**src/rtl/psu_pkg.sv**
```systemverilog
`timescale 1ns/1ps
package psu_pkg;
  localparam int XLEN      = 64;
  localparam int DISP_W    = 16;
  localparam int SDISP_W   = 14;
  localparam int RIDX_W    = 5;

  typedef enum logic [1:0] {
    SZ_BYTE = 2'd0,
    SZ_HALF = 2'd1,
    SZ_WORD = 2'd2,
    SZ_DBL  = 2'd3
  } size_e;

  typedef enum logic [1:0] {
    FM_IMM  = 2'd0,
    FM_SCL  = 2'd1,
    FM_IDX  = 2'd2,
    FM_IDX2 = 2'd3
  } form_e;
endpackage

```
**src/rtl/psu_offset.sv**
```systemverilog
`timescale 1ns/1ps
module psu_offset
  import psu_pkg::*;
#(
  parameter int W       = XLEN,
  parameter int DW      = DISP_W,
  parameter int SDW     = SDISP_W
) (
  input  form_e          form_i,
  input  logic [DW-1:0]  disp_i,
  input  logic [W-1:0]   index_i,
  output logic [W-1:0]   off_o
);
  localparam int SCL_W = SDW + 2;

  logic [SCL_W-1:0] scl;
  assign scl = {disp_i[SDW-1:0], 2'b00};

  always_comb begin
    unique case (form_i)
      FM_IMM:  off_o = {{(W-DW){disp_i[DW-1]}}, disp_i};
      FM_SCL:  off_o = {{(W-SCL_W){scl[SCL_W-1]}}, scl};
      default: off_o = index_i;
    endcase
  end
endmodule

```
**src/rtl/psu_lane.sv**
```systemverilog
`timescale 1ns/1ps
module psu_lane
  import psu_pkg::*;
#(
  parameter int W      = XLEN,
  localparam int LANES  = W / 8,
  localparam int LANE_W = $clog2(LANES)
) (
  input  size_e             size_i,
  input  logic [LANE_W-1:0] lane_i,
  input  logic [W-1:0]      src_i,
  output logic [LANES-1:0]  be_o,
  output logic [W-1:0]      data_o,
  output logic              misalign_o
);
  logic [LANE_W:0]    nbytes;
  logic [LANES-1:0]   keep;
  logic [W-1:0]       masked;

  assign nbytes = (LANE_W+1)'(1) << size_i;

  for (genvar g = 0; g < LANES; g++) begin : g_lane
    assign keep[g]          = (g < int'(nbytes));
    assign masked[8*g +: 8] = keep[g] ? src_i[8*g +: 8] : 8'h00;
  end

  assign be_o       = keep << lane_i;
  assign data_o     = masked << {lane_i, 3'b000};
  assign misalign_o = |({1'b0, lane_i} & (nbytes - (LANE_W+1)'(1)));
endmodule

```
**src/rtl/psu_store_unit.sv**
```systemverilog
`timescale 1ns/1ps
module psu_store_unit
  import psu_pkg::*;
#(
  parameter int W   = XLEN,
  parameter int DW  = DISP_W,
  parameter int SDW = SDISP_W,
  parameter int RW  = RIDX_W,
  localparam int LANES  = W / 8,
  localparam int LANE_W = $clog2(LANES)
) (
  input  logic             clk_i,
  input  logic             rst_ni,
  input  logic             in_valid_i,
  output logic             in_ready_o,
  input  logic [1:0]       size_i,
  input  logic [1:0]       form_i,
  input  logic [RW-1:0]    base_idx_i,
  input  logic [DW-1:0]    disp_i,
  input  logic [W-1:0]     base_i,
  input  logic [W-1:0]     index_i,
  input  logic [W-1:0]     src_i,
  output logic             out_valid_o,
  input  logic             out_ready_i,
  output logic             mem_wr_o,
  output logic [W-1:0]     mem_addr_o,
  output logic [LANES-1:0] mem_be_o,
  output logic [W-1:0]     mem_data_o,
  output logic             wb_en_o,
  output logic [RW-1:0]    wb_idx_o,
  output logic [W-1:0]     wb_data_o,
  output logic             bad_form_o,
  output logic             misalign_o
);
  logic [W-1:0]     off;
  logic [LANES-1:0] be_c;
  logic [W-1:0]     data_c;
  logic             mis_c, bad_c, take;

  psu_offset #(.W(W), .DW(DW), .SDW(SDW)) u_off (
    .form_i  (form_e'(form_i)),
    .disp_i  (disp_i),
    .index_i (index_i),
    .off_o   (off)
  );

  psu_lane #(.W(W)) u_lane (
    .size_i     (size_e'(size_i)),
    .lane_i     (base_i[LANE_W-1:0]),
    .src_i      (src_i),
    .be_o       (be_c),
    .data_o     (data_c),
    .misalign_o (mis_c)
  );

  assign bad_c      = (base_idx_i == '0);
  assign in_ready_o = !out_valid_o || out_ready_i;
  assign take       = in_valid_i && in_ready_o;

  logic vld_q, wr_q;

  always_ff @(posedge clk_i or negedge rst_ni) begin
    if (!rst_ni) begin
      vld_q <= 1'b0;
      wr_q  <= 1'b0;
    end else if (in_ready_o) begin
      vld_q <= in_valid_i;
      wr_q  <= in_valid_i && !bad_c && !mis_c;
    end
  end

  // payload needs no reset: qualified by vld_q
  always_ff @(posedge clk_i) begin
    if (take) begin
      mem_addr_o <= {base_i[W-1:LANE_W], LANE_W'(0)};  // old base, not the sum
      mem_be_o   <= be_c;
      mem_data_o <= data_c;
      wb_idx_o   <= base_idx_i;
      wb_data_o  <= base_i + off;
      bad_form_o <= bad_c;
      misalign_o <= mis_c;
    end
  end

  assign out_valid_o = vld_q;
  assign mem_wr_o    = vld_q && wr_q;
  assign wb_en_o     = vld_q && wr_q;
endmodule

```
**config.mk**
```make
export PLATFORM = sky130hd
export DESIGN_NAME = psu_store_unit
export DESIGN_NICKNAME = d
export VERILOG_FILES = /design/src/rtl/psu_pkg.sv /design/src/rtl/psu_offset.sv /design/src/rtl/psu_lane.sv /design/src/rtl/psu_store_unit.sv
export SDC_FILE = /design/constraint.sdc
export NUM_CORES = 1
export LEC_CHECK = 0
export BUFFER_PORTS_ARGS = -buffer_cell sky130_fd_sc_hd__buf_2
export CORE_MARGIN = 5
export CORE_UTILIZATION = 30
export CTS_BUF_LIST = sky130_fd_sc_hd__clkbuf_4
export CTS_CLUSTER_SIZE = 14
export DETAILED_ROUTE_END_ITERATION = 8
export MAX_ROUTING_LAYER = met4
export PLACE_DENSITY = 0.6
export SLEW_MARGIN = 20
export SYNTH_ARGS = -nofsm -noshare
export SYNTH_HDL_FRONTEND = slang
export SYNTH_HIERARCHICAL = 1
export SYNTH_SLANG_ARGS = --single-unit
```
**constraint.sdc**
```tcl
create_clock -name clk_i -period 5.6 [get_ports clk_i]
set_clock_uncertainty 0.15 [all_clocks]
set_input_delay 1.12 -clock clk_i [delete_from_list [all_inputs] [get_ports clk_i]]
set_output_delay 1.12 -clock clk_i [all_outputs]
set_load 0.02 [all_outputs]
```
# Word-level counts from Yosys, hierarchy flattened
# Cells that the tools add are included.
[totals]
reg_bits = 206
latch_bits = 0
ramBits = 0
rom_bits = 0
in_bits = 221
word_cells = 44
n_memories = 0
[op_classes]
add_sub_neg = 2
n_mul = 0
div_mod_pow = 0
n_lt_le_gt_ge = 8
eq_ne = 1
n_shift = 3
n_mux = 9
n_bitwise = 1
reduce_logical = 11
[ops]
columns = ["op", "count"]
rows = [
  ["$pmux 64 s2", 1],
  ["$add 64x64->64", 1],
  ["$mux 8", 8],
  ["$shl 64x6->64", 1],
  ["$lt 3x4->1 const A", 4],
  ["$lt 1x4->1 const A", 2],
  ["$lt 2x4->1 const A", 2],
  ["$shl 8x3->8", 1],
  ["$logic_not 5->1", 1],
  ["$and 3x4->4", 1],
  ["$logic_and 1x1->1", 4],
  ["$reduce_or 4->1", 1],
  ["$shl 1x2->4 const A", 1],
  ["$sub 4x1->4 const B", 1],
  ["$logic_not 1->1", 3],
  ["$eq 2x1->1 const B", 1],
  ["$logic_not 2->1", 1],
  ["$logic_or 1x1->1", 1],
]

# Longest topological paths before layout
[logic_depth]
depth_word = 6
ltp_mapped = 16
ltp_nobuf = 13

# Modules after synthesis
# Netlist, hierarchy kept.
[by_module_without_submodules]
columns = ["mod", "n_inst", "cells_per_inst", "area_each_um2", "seq_area_each_um2"]
rows = [
  ["psu_store_unit", 1, 768, 9978.3, 6175.9],
  ["psu_lane", 1, 296, 2138.3, 0.0],
  ["psu_offset", 1, 157, 1047.3, 0.0],
]

# Worst setup path after synthesis
# Ideal clock, no wire load.
[synth_path]
path_kind = "in2reg"
start = "in out_ready_i"
end = "reg bad_form_o (enable)"
setup_ps = 556
arrival_ps = 5424
required_ps = 4894
path_slack_ps = -530
stages = 3
path_cell_list = "nand2b_1 -> nand2_1 -> inv_1"
[synth_via]
elab_chain_cells = 2
[synth_rtl]
columns = ["item", "line_no", "source"]
rows = [
  ["start, declared", "psu_store_unit.sv:24", "input logic out_ready_i,"],
  ["$logic_or 1x1->1", "psu_store_unit.sv:57", "assign in_ready_o = !out_valid_o || out_ready_i;"],
  ["$logic_and 1x1->1", "psu_store_unit.sv:58", "assign take = in_valid_i && in_ready_o;"],
  ["net take", "psu_store_unit.sv:38", "logic mis_c, bad_c, take;"],
  ["end signal, assigned", "psu_store_unit.sv:80", "bad_form_o <= bad_c;"],
  ["end, declared", "psu_store_unit.sv:32", "output logic bad_form_o,"],
]
# The timed path passes the listed nets, and every way through them passes these cells.
# A chain may end at the register's enable or synchronous reset.

# Worst setup path in the final report
[layout_path]
start = "in form_i[0]"
end = "reg wb_data_o[59], data pin"
[layout_via]
elab_chain_cells = 3
word_cells_on_any_way = 4
classes_between = "add/sub (1); eq/ne (1); mux (1); reduce/logical (1)"
[layout_rtl]
columns = ["item", "line_no", "source"]
rows = [
  ["start, declared", "psu_store_unit.sv:17", "input logic [1:0] form_i,"],
  ["$eq 2x1->1 or $logic_not 2->1 (tied branches)", "psu_offset.sv:20", "unique case (form_i)"],
  ["$pmux 64 s2 *", "psu_offset.sv:20", ""],
  ["net off[16]", "psu_store_unit.sv:35", "logic [W-1:0] off;"],
  ["$add 64x64->64 *", "psu_store_unit.sv:79", "wb_data_o <= base_i + off;"],
  ["end signal, assigned", "psu_store_unit.sv:79", ""],
  ["end, declared", "psu_store_unit.sv:31", "output logic [W-1:0] wb_data_o,"],
]
# The timed path passes the listed nets; every way through them passes the cells marked *.

==> impl_results.md <==
* Largest fanout on the critical path at slightly below 50
* Clock-pin slew on the worst setup and hold paths at 0.07 ns
* Clk_lat worst skew at 0.74 ns
* RSZ-0062 raised after global routing: no
* Total of max-cap violations at 0
* # IOs at 432
* Final max-slew violation count at 0
* Crit share post-route at 74.35%
* Overall Global Routing Usage at between 15 and 20%
* Clock power share at 30.3%
* Final hold viol count at 0
* Post-synthesis simple-gate area fraction at a little over a tenth
* Post-synthesis adder-cell area fraction at 6.140%
* H-tree depth at 2
* First-pass GRT wire length at 70.57 mm
* TritonCTS buffer count at 60
* Power per Cell Area at 288.9 mW/mm^2
* Critical Path Start Type: input port
* Gates resized, CTS repair at 0
* Max frequency at roughly 240 MHz
* Die height at about 220 um
* Logic pwr share at between 20 and 30%
* Slew HR at 26.26%
* Tmin final at between 4 and 5 ns
* TritonCTS Sinks at 206
* Final setup viols at 0
* Setup TNS after final layout at 0 ns
* Die footprint at 0.04817 sq mm
* Crit path arrival time at 4.58 ns
* Switching power at 1647 uW
* Post-Place Worst Slack at between 0.5 and 0.6 ns
* Critical path class: input port to register
* Area grow syn2layout at 25.02%
* CP Cell Sequence: buf_2, mux2i_4, buf_12, mux2i_1, ha_1, a21oi_1, o21ai_0, a211oi_1, o31ai_1, o31ai_2, a2111oi_0, nor3_1, o21ai_1, xor2_1
* Critical Path RT at 6.01 ns
* Global route overflow at 0
* Post-synthesis register bit count at 206
* Max VDD drop at 0.1749 mV
* Min setup slack post-route at 1.436 ns
* Core area at 0.04327 sq mm
* CTS root buffer: clkbuf_4
* Post-synth cell types at 80
* Antenna violations before repair at 9
* Cell Int Power at 3108 uW
* Vias in the first global route at 12060
* Cell taking the most area after synthesis: edfxtp_1
* Synth top area share at a little under half
* Synth Area in XOR/XNOR at ~4.1%
* Critical Path End Type: register
* Largest family of logic cells by synthesized area: compound AO/OA/AOI/OAI gates
* Post-synth EDFFs at 204
* Synth Area in Compound Gates at 17.91%
* Final ANT Viol Nets at 0
* Ys async rst share at 0.9709%
* Initial Util at 30.43%
* Worst-Margin Slew at between 1 and 1.5 ns
* CTS tree: yes
* Static Leak at approximately 0.0073 uW
* Layout cells sized above 1 at 34.92%
* 1st-iter DRT viols at 844
* Reg power frac at 40.5%
* Overall Power at 4754 uW
* Port bufs at between 400 and 500
* Post-synthesis sequential area ratio at 46.92%
* Worst Hold Class: input port to register
* Die Wd at between 200 and 250 um
* Via count at roughly 12000
* Final routed DRC violation total at 0
* Drt first pass iters at 5
* Buf/Inv on CP at 2
* Status: finished, final reports clean
* Synth area leaders: edfxtp_1, mux2i_1, ha_1
* Worst-path cell with the longest stage delay: nor3_1
* Mux contribution to synthesized area at 8.611%
* Final wirelength at between 40 and 50 mm
* Kind of cell adding the most delay to the critical path: compound AO/OA/AOI/OAI gates
* Nets@finish at 1930
* GP Congestion at 0.9676
* Largest net degree at the start of global routing at approximately 120
* Yosys Warn Count at 6
* Mapped Area at 0.01316 sq mm
* Avg Vias per Cell at 5.110
* Synth Flop Type: edfxtp_1
* Gate count of the mapped netlist at approximately 1200
* Critical Path Max Stage Delay at 0.44 ns
* # fillers at between 4000 and 5000
* HPWL Detailed at 37.54 mm
* Switching Fraction at 34.64%
* Clk buf depth at 3
* Per-cell routed wire length at 21.21 um
* FP Rows at 76
* Syn_area_per_cell at 10.78 sq um
## layout make-up
cell class	instances	area, sq um	area share, %
multi-input cells	874	6276	38.14
clock inverters	17	102.6	0.6234
inverters	63	240.2	1.460
flip-flops and latches	206	6176	37.53
clock buffers	84	630.6	3.832
repair buffers	440	2277	13.84
diodes	9	22.52	0.1369
well taps	585	732.0	4.448
## per-layer routing
| layer | track usage [%] | vias to the layer above | wire [um] |
|---|---|---|---|
| li1 | - | 5442 | - |
| met1 | 21.75 | 5529 | 18500 |
| met2 | 32.72 | 565 | 23450 |
| met3 | 6.388 | 104 | 4640 |
| met4 | 7.285 | 0 | 1721 |
| met5 | - | - | 0 |
## cell usage after synthesis, drive strengths merged, types with 30 or more instances
master	n
a21o	40
nor2	89
ha	63
buf	45
edfxtp	204
inv	63
clkbuf	35
xor2	32
xnor2	30
o21ai	73
a21oi	94
mux2i	96
nand2	90
## stage by stage
stage          util (%)  instances  hold slack, ns  instance area (sq um)
5_1_grt           38.03       2277          0.2475                  16450
2_1_floorplan         -       1223          0.3582                  13180
6_report          38.04       2278          0.3538                  16460
3_5_place_dp      36.27       2167          0.4074                  15690
4_1_cts           37.98       2269          0.2470                  16430
3_3_place_gp      36.27       2167          0.3857                  15690
## what timing repair did
item | 4_1_cts | 5_1_grt
endpoints found under the setup margin | 0 | 0
hold endpoints to repair | 2 | 0
hold buffers | 1 | 0
setup buffers | 0 | 0
## power by group through the flow
stage	registers, uW	clock network (uW)	logic, uW
after floorplan	2130	0	735
after global placement	1950	0	1380
after detailed placement	1960	0	1380
after CTS	1930	1500	1390
after global routing	1940	1590	1500
final	1920	1440	1390
## sequential cells by signal (all words and copies together), names as in the netlist
name         count
wb_data_o       64
misalign_o       1
out_valid_o      1
mem_data_o      64
wb_idx_o         5
wr_q             1
mem_addr_o      61
bad_form_o       1
mem_be_o         8
## layout by cell type, fill, tap and decap left out, types with 20 or more instances in the layout
cell      netlist  layout
nand2_1        89      89
clkbuf_4        0      84
edfxtp_1      204     204
nor2b_1        20      20
xor2_1         32      32
buf_2          19     426
mux2i_1        95      95
o21ai_0        68      68
inv_1          62      61
ha_1           63      63
nand4_1        23      23
xnor2_1        30      30
a21o_1         40      40
nor2_1         87      87
a21oi_1        86      86
## cell families (layout without fill, tap and decap cells)
logic type	Yosys count	count (layout)
compound gates	342	342
xor+xnor	62	62
fa+ha+maj	64	64
buf+inv	143	604
flops	206	206
mux	110	110
other cells	1	12
simple gates	293	293
## worst paths after layout
path                             start             end  slack (ns)  depth (start not counted)
max                          form_i[0]   wb_data_o[59]        1.44                         14
min                         base_i[42]  mem_addr_o[42]        0.35                          1
max reg2reg                out_valid_o  mem_addr_o[15]        3.65                          4
min reg2reg                       wr_q            wr_q        0.41                          2
max in group asynchronous       rst_ni     out_valid_o        4.65                          2
min in group asynchronous       rst_ni            wr_q        0.56                          2
(Power assumes the default switching activity.)
